--- config.mk ---
export PLATFORM = sky130hd
export DESIGN_NAME = dbuf_dac_front
export DESIGN_NICKNAME = d
export VERILOG_FILES = /design/src/rtl/dacfe_pkg.sv /design/src/rtl/dacfe_sync.sv /design/src/rtl/dacfe_serial_rx.sv /design/src/rtl/dacfe_latch_ctrl.sv /design/src/rtl/dbuf_dac_front.sv
export SDC_FILE = /design/constraint.sdc
export NUM_CORES = 1
export LEC_CHECK = 0
export ABC_AREA = 1
export BUFFER_PORTS_ARGS = -buffer_cell sky130_fd_sc_hd__buf_2
export CAP_MARGIN = 30
export CORE_UTILIZATION = 57
export DETAILED_ROUTE_END_ITERATION = 6
export GPL_ROUTABILITY_DRIVEN = 0
export PLACE_DENSITY = 0.77
export SYNTH_ARGS = -nofsm -noshare
export SYNTH_HDL_FRONTEND = slang
export SYNTH_SLANG_ARGS = --single-unit
--- constraint.sdc ---
create_clock -name clk -period 1.64 [get_ports clk]
set_clock_uncertainty 0.2 [all_clocks]
set_input_delay 0.082 -clock clk [delete_from_list [all_inputs] [get_ports clk]]
set_output_delay 0.082 -clock clk [all_outputs]
set_load 0.02 [all_outputs]
--- src/rtl/dacfe_pkg.sv ---
package dacfe_pkg;
    localparam int CODE_W_DEF  = 14;
    localparam int FRAME_W_DEF = 16;

    typedef enum logic [1:0] {
        LC_IDLE,
        LC_IN_OPEN,
        LC_DAC_OPEN
    } lc_state_t;

    typedef enum logic [1:0] {
        SR_IDLE,
        SR_SHIFT,
        SR_COMMIT
    } sr_state_t;
endpackage

--- src/rtl/dacfe_sync.sv ---
module dacfe_sync #(
    parameter int           W       = 1,
    parameter int           STAGES  = 2,
    parameter logic [W-1:0] RST_VAL = '0
) (
    input  logic         clk,
    input  logic         rst_n,
    input  logic [W-1:0] d,
    output logic [W-1:0] q
);
    logic [W-1:0] stg [STAGES];

    for (genvar g = 0; g < STAGES; g++) begin : g_stage
        if (g == 0) begin : g_first
            always_ff @(posedge clk or negedge rst_n) begin
                if (!rst_n) stg[g] <= RST_VAL;
                else        stg[g] <= d;
            end
        end else begin : g_next
            always_ff @(posedge clk or negedge rst_n) begin
                if (!rst_n) stg[g] <= RST_VAL;
                else        stg[g] <= stg[g-1];
            end
        end
    end

    assign q = stg[STAGES-1];
endmodule

--- src/rtl/dacfe_serial_rx.sv ---
module dacfe_serial_rx
    import dacfe_pkg::*;
#(
    parameter int CODE_W  = CODE_W_DEF,
    parameter int FRAME_W = FRAME_W_DEF
) (
    input  logic              clk,
    input  logic              rst_n,
    input  logic              enable,
    input  logic              sclk_s,
    input  logic              fsync_s,
    input  logic              sdin_s,
    output logic              commit,
    output logic [CODE_W-1:0] word
);
    localparam int CNT_W = $clog2(FRAME_W + 2);
    localparam logic [CNT_W-1:0] CNT_FULL = CNT_W'(FRAME_W);
    localparam logic [CNT_W-1:0] CNT_SAT  = CNT_W'(FRAME_W + 1);

    sr_state_t         state, state_nx;
    logic              sclk_d, fsync_d;
    logic              sclk_rise, fsync_rise;
    logic [CNT_W-1:0]  bit_cnt;
    logic [CODE_W-1:0] shreg;

    assign sclk_rise  = sclk_s & ~sclk_d;
    assign fsync_rise = fsync_s & ~fsync_d;

    always_ff @(posedge clk or negedge rst_n) begin
        if (!rst_n) begin
            sclk_d  <= 1'b0;
            fsync_d <= 1'b1;
        end else begin
            sclk_d  <= sclk_s;
            fsync_d <= fsync_s;
        end
    end

    // state register
    always_ff @(posedge clk or negedge rst_n) begin
        if (!rst_n) state <= SR_IDLE;
        else        state <= state_nx;
    end

    // next state
    always_comb begin
        state_nx = state;
        unique case (state)
            SR_IDLE:   if (enable && !fsync_s) state_nx = SR_SHIFT;
            SR_SHIFT: begin
                if (!enable)         state_nx = SR_IDLE;
                else if (fsync_rise) state_nx = (bit_cnt == CNT_FULL) ? SR_COMMIT : SR_IDLE;
            end
            SR_COMMIT: state_nx = SR_IDLE;
            default:   state_nx = SR_IDLE;
        endcase
    end

    // outputs
    always_comb begin
        commit = (state == SR_COMMIT);
        word   = shreg;
    end

    // shift path and bit counter
    always_ff @(posedge clk or negedge rst_n) begin
        if (!rst_n) begin
            bit_cnt <= '0;
            shreg   <= '0;
        end else begin
            unique case (state)
                SR_IDLE: bit_cnt <= '0;
                SR_SHIFT: begin
                    if (sclk_rise && !fsync_s) begin
                        shreg <= {shreg[CODE_W-2:0], sdin_s};
                        if (bit_cnt != CNT_SAT) bit_cnt <= bit_cnt + 1'b1;
                    end
                end
                SR_COMMIT: bit_cnt <= bit_cnt;
                default:   bit_cnt <= '0;
            endcase
        end
    end

    assert_frame_len_R8: assert property (@(posedge clk) disable iff (!rst_n)
        (state == SR_COMMIT) |-> (bit_cnt == CNT_FULL))
        else $error("serial commit with wrong bit count");
endmodule

--- src/rtl/dacfe_latch_ctrl.sv ---
module dacfe_latch_ctrl
    import dacfe_pkg::*;
(
    input  logic clk,
    input  logic rst_n,
    input  logic in_req,
    input  logic ld_req,
    output logic in_en,
    output logic dac_en
);
    lc_state_t state, state_nx;

    always_ff @(posedge clk or negedge rst_n) begin
        if (!rst_n) state <= LC_IDLE;
        else        state <= state_nx;
    end

    always_comb begin
        state_nx = state;
        unique case (state)
            LC_IDLE: begin
                if (in_req)      state_nx = LC_IN_OPEN;
                else if (ld_req) state_nx = LC_DAC_OPEN;
            end
            LC_IN_OPEN: begin
                if (!in_req) state_nx = ld_req ? LC_DAC_OPEN : LC_IDLE;
            end
            LC_DAC_OPEN: begin
                if (in_req)       state_nx = LC_IN_OPEN;
                else if (!ld_req) state_nx = LC_IDLE;
            end
            default: state_nx = LC_IDLE;
        endcase
    end

    always_comb begin
        in_en  = (state == LC_IN_OPEN);
        dac_en = (state == LC_DAC_OPEN);
    end

    assert_in_blocks_dac_R3: assert property (@(posedge clk) disable iff (!rst_n)
        in_req |=> !dac_en)
        else $error("output register opened during a write");
endmodule

--- src/rtl/dbuf_dac_front.sv ---
module dbuf_dac_front
    import dacfe_pkg::*;
#(
    parameter int CODE_W      = CODE_W_DEF,
    parameter int FRAME_W     = FRAME_W_DEF,
    parameter int SYNC_STAGES = 2
) (
    input  logic              clk,
    input  logic              rst_n,
    input  logic              mode_serial,
    input  logic              cs_n,
    input  logic              wr_n,
    input  logic [CODE_W-1:0] pdata,
    input  logic              sclk,
    input  logic              fsync,
    input  logic              sdin,
    input  logic              ld_n,
    output logic [CODE_W-1:0] code_out
);
    localparam int CTL_W = 6;

    logic [CTL_W-1:0]  ctl_s;
    logic              cs_s, wr_s, ld_s, sclk_s, fsync_s, sdin_s;
    logic [CODE_W-1:0] pdata_s, pdata_a;
    logic              ser_commit;
    logic [CODE_W-1:0] ser_word;
    logic              in_req, ld_req, in_en, dac_en;
    logic [CODE_W-1:0] in_q, dac_q;

    dacfe_sync #(.W(CTL_W), .STAGES(SYNC_STAGES), .RST_VAL(6'b111010)) u_ctl_sync (
        .clk(clk), .rst_n(rst_n),
        .d({cs_n, wr_n, ld_n, sclk, fsync, sdin}),
        .q(ctl_s)
    );
    assign {cs_s, wr_s, ld_s, sclk_s, fsync_s, sdin_s} = ctl_s;

    dacfe_sync #(.W(CODE_W), .STAGES(SYNC_STAGES), .RST_VAL('0)) u_dat_sync (
        .clk(clk), .rst_n(rst_n), .d(pdata), .q(pdata_s)
    );

    // align the bus with the registered latch-control state
    always_ff @(posedge clk or negedge rst_n) begin
        if (!rst_n) pdata_a <= '0;
        else        pdata_a <= pdata_s;
    end

    dacfe_serial_rx #(.CODE_W(CODE_W), .FRAME_W(FRAME_W)) u_srx (
        .clk(clk), .rst_n(rst_n), .enable(mode_serial),
        .sclk_s(sclk_s), .fsync_s(fsync_s), .sdin_s(sdin_s),
        .commit(ser_commit), .word(ser_word)
    );

    assign in_req = mode_serial ? ser_commit : (!cs_s && !wr_s);
    assign ld_req = !ld_s;

    dacfe_latch_ctrl u_lctl (
        .clk(clk), .rst_n(rst_n), .in_req(in_req), .ld_req(ld_req),
        .in_en(in_en), .dac_en(dac_en)
    );

    always_ff @(posedge clk or negedge rst_n) begin
        if (!rst_n) begin
            in_q  <= '0;
            dac_q <= '0;
        end else begin
            if (in_en)  in_q  <= mode_serial ? ser_word : pdata_a;
            if (dac_en) dac_q <= in_q;
        end
    end

    assign code_out = dac_q;

    assert_latch_exclusive_R3: assert property (@(posedge clk) disable iff (!rst_n)
        !(!$stable(dac_q) && !$stable(in_q)))
        else $error("both registers changed in one cycle");

    assert_dac_only_on_load_R5: assert property (@(posedge clk) disable iff (!rst_n)
        !$stable(dac_q) |-> $past(dac_en))
        else $error("output register changed while closed");

    assert_mode_gate_R9: assert property (@(posedge clk) disable iff (!rst_n)
        (mode_serial && $past(mode_serial) && $past(mode_serial, 2) && !$stable(in_q))
            |-> $past(ser_commit, 2))
        else $error("staging register changed in serial mode without a frame");
endmodule

==> results of run 1 <==
[worst paths after layout]
| check | startpoint | end | slack, ps |
|---|---|---|---|
| max in group asynchronous | rst_n | u_ctl_sync.q[3] | 190 |
| min in group asynchronous | rst_n | code_out[6] | 490 |
| worst min-delay path | u_dat_sync.q[9] | pdata_a[9] | 150 |
| worst max-delay path | u_srx.bit_cnt[1] | u_srx.bit_cnt[0] | 140 |
| worst max register to register | u_srx.bit_cnt[1] | u_srx.bit_cnt[0] | 140 |
| worst min register to register | u_dat_sync.q[9] | pdata_a[9] | 150 |
[state kept, by name, summed over array words and instances (netlist names)]
| name | count |
|---|---|
| u_dat_sync.stg | 14 |
| in_q | 14 |
| u_ctl_sync.q | 6 |
| u_srx.sclk_d | 1 |
| u_srx.word | 14 |
| u_lctl.state | 2 |
| u_srx.bit_cnt | 5 |
| u_srx.fsync_d | 1 |
| u_dat_sync.q | 14 |
| u_ctl_sync.stg | 6 |
| pdata_a | 14 |
| code_out | 14 |
| u_srx.state | 2 |
[cell usage after synthesis, drive strengths merged]
library cell / count
dfrtp: 98
nand2: 66
o21ai: 30
inv: 26
nor2: 26
nand3: 19
o22ai: 14
buf: 9
dfstp: 9
ha: 3
a211oi: 1
a21boi: 1
a21oi: 1
nand4: 1
o32ai: 1
xnor2: 1
xor2: 1
[cells in the final DEF (no fill, tap or decap), drive strengths merged]
master	count
a211oi	1
a21boi	1
a21oi	1
buf	40
clkbuf	12
clkinv	1
clkinvlp	2
dfrtp	98
dfstp	9
dlygate4sd3	23
ha	3
inv	27
nand2	66
nand3	19
nand4	1
nor2	26
o21ai	30
o22ai	14
o32ai	1
xnor2	1
xor2	1
[area by class of cell]
class                           count  area share (%)
Tap cell                           77            2.18
Clock buffer                       12            3.73
Clock inverter                      4           0.736
Timing Repair Buffer               63            10.9
Inverter                           26            2.21
Sequential cell                   107            60.8
Multi-Input combinational cell    165            19.4
[worst max-delay path: stages (launching register included)]
cell,delay (ps)
dfrtp_1,400
inv_1,70
ha_1,190
nand2_1,60
inv_1,50
nand2_1,60
nand2_1,70
nor2_1,190
nand2_1,80
nand2_1,70
[where the power goes]
part	total, mW	switching [mW]	internal, mW
Sequential	3.02	0.110	2.91
Combinational	0.678	0.414	0.264
Clock	1.51	0.820	0.685
[kinds of logic after synthesis]
| kind of cell | share of synthesized area [%] |
|---|---|
| buf+inv | 4.58 |
| xor+xnor | 0.471 |
| fa+ha+maj | 1.01 |
| simple gates | 13.3 |
| compound gates | 8.28 |
| flops | 72.3 |
[metal layers]
metal  global-route usage (%)  routed length [um]
met4                     7.59                  66
met2                     31.0                2690
met3                     6.37                 277
met1                     24.6                2630
met5                        0                   0
[through the flow]
stage / setup WS, ps / power [mW] / cells
2_1_floorplan: 338 / 3.48 / 307
3_3_place_gp: 237 / 3.68 / 415
3_5_place_dp: 157 / 3.72 / 415
4_1_cts: 89.9 / 5.26 / 454
5_1_grt: 22.7 / 5.50 / 454
6_report: 141 / 5.21 / 454
[what timing repair did]
item / in CTS / in global routing
gates resized for setup: 0 / 1
endpoints found under the setup margin: 0 / 9
hold buffers: 23 / 0
endpoints found under the hold margin: 124 / 0
==> metrics.txt, run 1 <==
outcome finished clean; max cap viols 0; core area 6310 um2; top cell type's share of synthesized area 66.0%; vias in the first global route 2226; layout cells sized above 1 22.8%; CTS Buffer Depth 2; vias per std cell 5.02; RSZ-0062 raised after global routing false; period utilisation layout 91.4%; Yosys top cell by area dfrtp_1; FILL cells 437; Achievable Freq 667 MHz; Mapped Cells 307; H-tree levels 3; Final nets 398; Worst Path Arrival 1590 ps; largest net degree at the start of global routing 40; drt total wl 5660 um; final hold slack 146 ps; Crit Path Class reg2reg; vias after detailed routing 2281; die area 6850 um2; DP HPWL 3540 um; Die Wd 82.8 um; Least-Margin Pin Slew 571 ps; die height 82.8 um; TNS Setup 0 ps; Cell Rows 29; CP startpoint kind flop; Initial Utilization 58.9%; Placed Area 3990 um2; Setup Buffers After CTS 0; TritonCTS Buffers 9; top cells by area, synth dfrtp_1 66%, dfstp_2 6.4%, nand2_1 6.4%; PwrDens 1180 nW/um2; final core utilization 70.1%; Root Buffer clkbuf_8; post-synthesis cell type count 27; DR iter-0 viols 150; CTS sink cnt 107; flops & latches, synth 107; HP Class reg2reg; Hold Violations, Final 0; Crit. End Element flop; syn_area_per_cell 12.1 um2; Post-DRT Antenna Nets 0; Ys Warns 0; number of port buffers 36; Final Critical Period 1500 ps; CTS tree built; Max FO, Critical Path 4; clk_lat worst skew 350 ps; Overall Global Routing Usage 19.4%; Area growth syn-to-layout 19.0%; cell leakage power 2.16 nW; Seq/Total Area, Yosys 72.3%; Storage cell area 2690 um2; total gr overflow 0; Reg clk slew, reported paths 90 ps; Worst EP required 1730 ps; DRT Pass-1 Iters 4; Post-route DRC 0; ANT cells 0; Setup violations, final 0; syn_nets 333; Worst slew margin 61.8%; maximum vdd drop 0.918 mV; post-route cell area 4420 um2; first-pass GRT wire length 9570 um; Max Slew Vio Count 0; initial antenna violation count 0; hold depth 0; I/O Pins 37; R2R depth 9; cell area after synthesis 3720 um2; area occupied by multi-input gates 858 um2; wire length per cell 12.5 um
No activity file was read; power rests on OpenSTA's default activity.
==> run 2, diff against run 1 <==
CORE_UTILIZATION = 45   (was 57)
PLACE_DENSITY = unset   (was 0.77)
==> run 2 against run 1 <==
Against the previous run:
- sequential power hardly changed
- sequential share of layout area is 0.75 points lower
- non-clock buffer count is 3 higher
- worst hold slack better by 4.4 ps
- final cell count is 6.2% higher
- die area is 26% higher
- first-iteration DRC count is 21% lower
- total power is 1.8% higher
==> metrics.txt, run 2 (synthesized netlist as in run 1, its figures left out) <==
CTS resizes 0; worst path cell trace dlygate4sd3_1, dlygate4sd3_1, buf_4, buf_4; die area 8630 um2; Die Wd 92.9 um; Hold Violations, Final 0; Root Buffer clkbuf_8; Worst slew margin 61.9%; Placed Area 4050 um2; Reg clk slew, reported paths 90 ps; Overall Global Routing Usage 15.6%; CP startpoint kind input port; Final Critical Period 1490 ps; Crit. End Element async pin; TritonCTS Buffers 9; die height 92.9 um; PwrDens 1180 nW/um2; Max Slew Vio Count 0; Worst EP required 1980 ps; clk_lat worst skew 360 ps; max cap viols 0; Initial Utilization 47.4%; H-tree levels 3; DP HPWL 3740 um; TNS Setup 0 ps; largest net degree at the start of global routing 35; initial antenna violation count 0; post-route cell area 4480 um2; Post-DRT Antenna Nets 0; CTS tree built; I/O Pins 37; CTS Buffer Depth 2; crit-path max cell delay 540 ps; CP Buf/Inv Count 4; Area growth syn-to-layout 20.5%; RSZ-0062 raised after global routing false; most common cell after layout, fill and taps aside dfrtp_1; Post-route DRC 0; Least-Margin Pin Slew 570 ps; wire length per cell 11.9 um; Setup violations, final 0; number of port buffers 36; Achievable Freq 671 MHz; Cell Rows 32; CP top delay family buffers and inverters; layout cells sized above 1 23.2%; period utilisation layout 90.8%; Worst Path Arrival 1830 ps; cell leakage power 2.18 nW; DR iter-0 viols 118; vias after detailed routing 2223; grt peak-use layer met2; slowest stage cell, crit path dlygate4sd3_1; outcome finished clean; routing usage on met1 22.3%; total gr overflow 0; core area 7850 um2; Max FO, Critical Path 26; final hold slack 150 ps; vias per std cell 4.61; final core utilization 57.1%; Final nets 401; vias in the first global route 2188; first-pass GRT wire length 10300 um; global routing usage on met3 4.19%; commonest non-fill, non-tap cells in the layout 98 x dfrtp_1, 63 x nand2_1, 35 x buf_2; Total Power 5.30 mW; ANT cells 0; Setup Buffers After CTS 0; Crit Path Class in2async; CTS sink cnt 107; maximum vdd drop 0.531 mV; HP Class reg2reg; DRT Pass-1 Iters 4; met2 usage 22.8%; drt total wl 5730 um
## run 2: final cells by class
| cell class | count | area, um2 |
|---|---|---|
| multi-input cells | 165 | 858 |
| inverters | 26 | 97.6 |
| well taps | 102 | 128 |
| flip-flops and latches | 107 | 2690 |
| fillers | 711 | 3370 |
| clock buffers | 11 | 141 |
| clock inverters | 5 | 61.3 |
| repair buffers | 66 | 503 |
## run 2: worst reg2reg max path: stages, from the launching register on
cell     delay (ps)
dfrtp_1         430
ha_1            220
nand2_1          50
inv_1            40
nand2_1          50
nand2_1          70
nor2_1          180
nand2_1          90
nand2_1          70
## run 2: power breakdown
group | internal [mW] | switching, mW | total (mW) | leakage, nW
sequential | 2.91 | 0.112 | 3.02 | 1.30
combinational | 0.269 | 0.413 | 0.682 | 0.772
clock | 0.757 | 0.839 | 1.60 | 0.104
## run 2: final timing paths
check | from | endpoint | slack [ps] | cells past startpoint
setup / recovery | rst_n | u_srx.word[2] | 150 | 4
hold / removal | u_dat_sync.q[2] | pdata_a[2] | 150 | 0
setup reg to reg | u_srx.bit_cnt[0] | u_srx.bit_cnt[1] | 180 | 8
hold reg to reg | u_dat_sync.q[2] | pdata_a[2] | 150 | 0
max in group clk | u_srx.bit_cnt[0] | u_srx.bit_cnt[1] | 180 | 8
min in group asynchronous | rst_n | u_srx.bit_cnt[3] | 510 | 3
## run 2: layer usage
metal / part of all wire (%) / vias to the layer above
met5: 0 / -
met4: 1.5 / 0
met3: 4.3 / 6
met2: 45 / 43
met1: 49 / 1054
li1: - / 1120
## run 2: per-stage QoR
stage                     instances  setup WS, ps
after floorplan                 307           338
after global placement          443           232
after detailed placement        443           192
after CTS                       482           125
after global routing            482          40.7
final                           482           150
## run 2: what timing repair did
action,4_1_cts,5_1_grt
hold buffers,23,0
hold endpoints to repair,143,0
setup endpoints to repair,0,0
==> run 3, diff against run 2 <==
CTS_BUF_LIST = sky130_fd_sc_hd__clkbuf_4 sky130_fd_sc_hd__clkbuf_8 sky130_fd_sc_hd__clkbuf_16   (was unset)
==> run 3 against run 2 <==
Against the previous run:
- utilization is essentially flat
- clock power about the same
- final cell count is the same
- register-to-register slack barely moved
- cell area barely moved
- non-clock buffer count is the same
- total power up 0.25%
- die area stayed put
- flip-flop and latch count stayed put
- global-route usage is essentially flat
- worst hold slack barely moved
- critical endpoint is now pdata_a[8]
==> metrics.txt, run 3 (synthesized netlist as in run 1, its figures left out) <==
Setup violations, final 0; clk_lat worst skew 360 ps; Final Critical Period 1490 ps; Least-Margin Pin Slew 570 ps; HP Class reg2reg; Overall Global Routing Usage 15.6%; TritonCTS Buffers 9; vias per std cell 4.62; I/O Pins 37; wire length per cell 11.8 um; Die Wd 92.9 um; RSZ-0062 raised after global routing false; initial antenna violation count 0; Root Buffer clkbuf_8; total gr overflow 0; CP Buf/Inv Count 4; CTS resizes 0; Total Power 5.32 mW; vias after detailed routing 2229; cell leakage power 2.18 nW; Post-route DRC 0; ANT cells 0; Worst slew margin 61.9%; Finished Layout Cells 482; Achievable Freq 671 MHz; final core utilization 57.1%; Reg clk slew, reported paths 90 ps; CP top delay family buffers and inverters; Placed Area 4050 um2; placed cells 443; final hold slack 151 ps; die height 92.9 um; FILL cells 709; Initial Utilization 47.4%; Area growth syn-to-layout 20.6%; post-route cell area 4480 um2; slowest stage cell, crit path dlygate4sd3_1; CTS sink cnt 107; Worst EP required 1980 ps; CTS Buffer Depth 2; number of port buffers 36; Crit. End Element async pin; Hold Violations, Final 0; PwrDens 1190 nW/um2; worst path cell trace dlygate4sd3_1, dlygate4sd3_1, buf_4, buf_4; period utilisation layout 90.9%; outcome finished clean; vias in the first global route 2192; TNS Setup 0 ps; DRT Pass-1 Iters 4; maximum vdd drop 0.531 mV; max cap viols 0; largest net degree at the start of global routing 35; crit-path max cell delay 540 ps; layout cells sized above 1 23.4%; Post-DRT Antenna Nets 0; DP HPWL 3740 um; Final nets 401; H-tree levels 3; core area 7850 um2; pre-CTS WS 192 ps; drt total wl 5700 um; Worst Path Arrival 1830 ps; Setup Buffers After CTS 0; first-pass GRT wire length 10300 um; Max Slew Vio Count 0; setup ws final 150 ps; Crit Path Class in2async; DR iter-0 viols 132; most common cell after layout, fill and taps aside dfrtp_1; CP startpoint kind input port; # hold bufs at CTS 23; Max FO, Critical Path 26; commonest non-fill, non-tap cells in the layout 98 x dfrtp_1, 63 x nand2_1, 35 x buf_2; CTS tree built; die area 8630 um2; Cell Rows 32
-- run 3: cell type report --
| cell class | instances | area, um2 | share of cell area (%) |
|---|---|---|---|
| clock buffer | 11 | 145 | 3.24 |
| clock inverter | 5 | 61.3 | 1.37 |
| inverter | 26 | 97.6 | 2.18 |
| multi-input combinational | 165 | 858 | 19.2 |
| sequential | 107 | 2690 | 60.0 |
| tap | 102 | 128 | 2.85 |
| timing repair buffer | 66 | 503 | 11.2 |
-- run 3: path summary, 6_finish.rpt --
check                                       from          endpoint  slack [ps]  cells after the start
worst max-delay path                       rst_n        pdata_a[8]         150                      4
min in group asynchronous                  rst_n  u_srx.bit_cnt[3]         510                      3
max in group clk                u_srx.bit_cnt[0]  u_srx.bit_cnt[1]         180                      8
worst max register to register  u_srx.bit_cnt[0]  u_srx.bit_cnt[1]         180                      8
worst min-delay path             u_dat_sync.q[2]        pdata_a[2]         150                      0
worst min register to register   u_dat_sync.q[2]        pdata_a[2]         150                      0
-- run 3: report_power, final --
part           internal, mW  total, mW  leakage [nW]  switching [mW]
Combinational         0.269      0.682         0.772           0.413
Sequential             2.91       3.02          1.30           0.112
Clock                 0.774       1.61         0.107           0.835
Total                  3.96       5.32          2.18            1.36
-- run 3: routing by layer --
layer / global-route usage, % / vias up / part of all wire (%) / wire length, um
met5: 0 / - / 0 / 0
met4: 5.77 / 0 / 1.4 / 81
met3: 4.19 / 6 / 4.0 / 229
met2: 22.9 / 41 / 45 / 2560
met1: 22.2 / 1061 / 50 / 2830
li1: - / 1121 / - / -
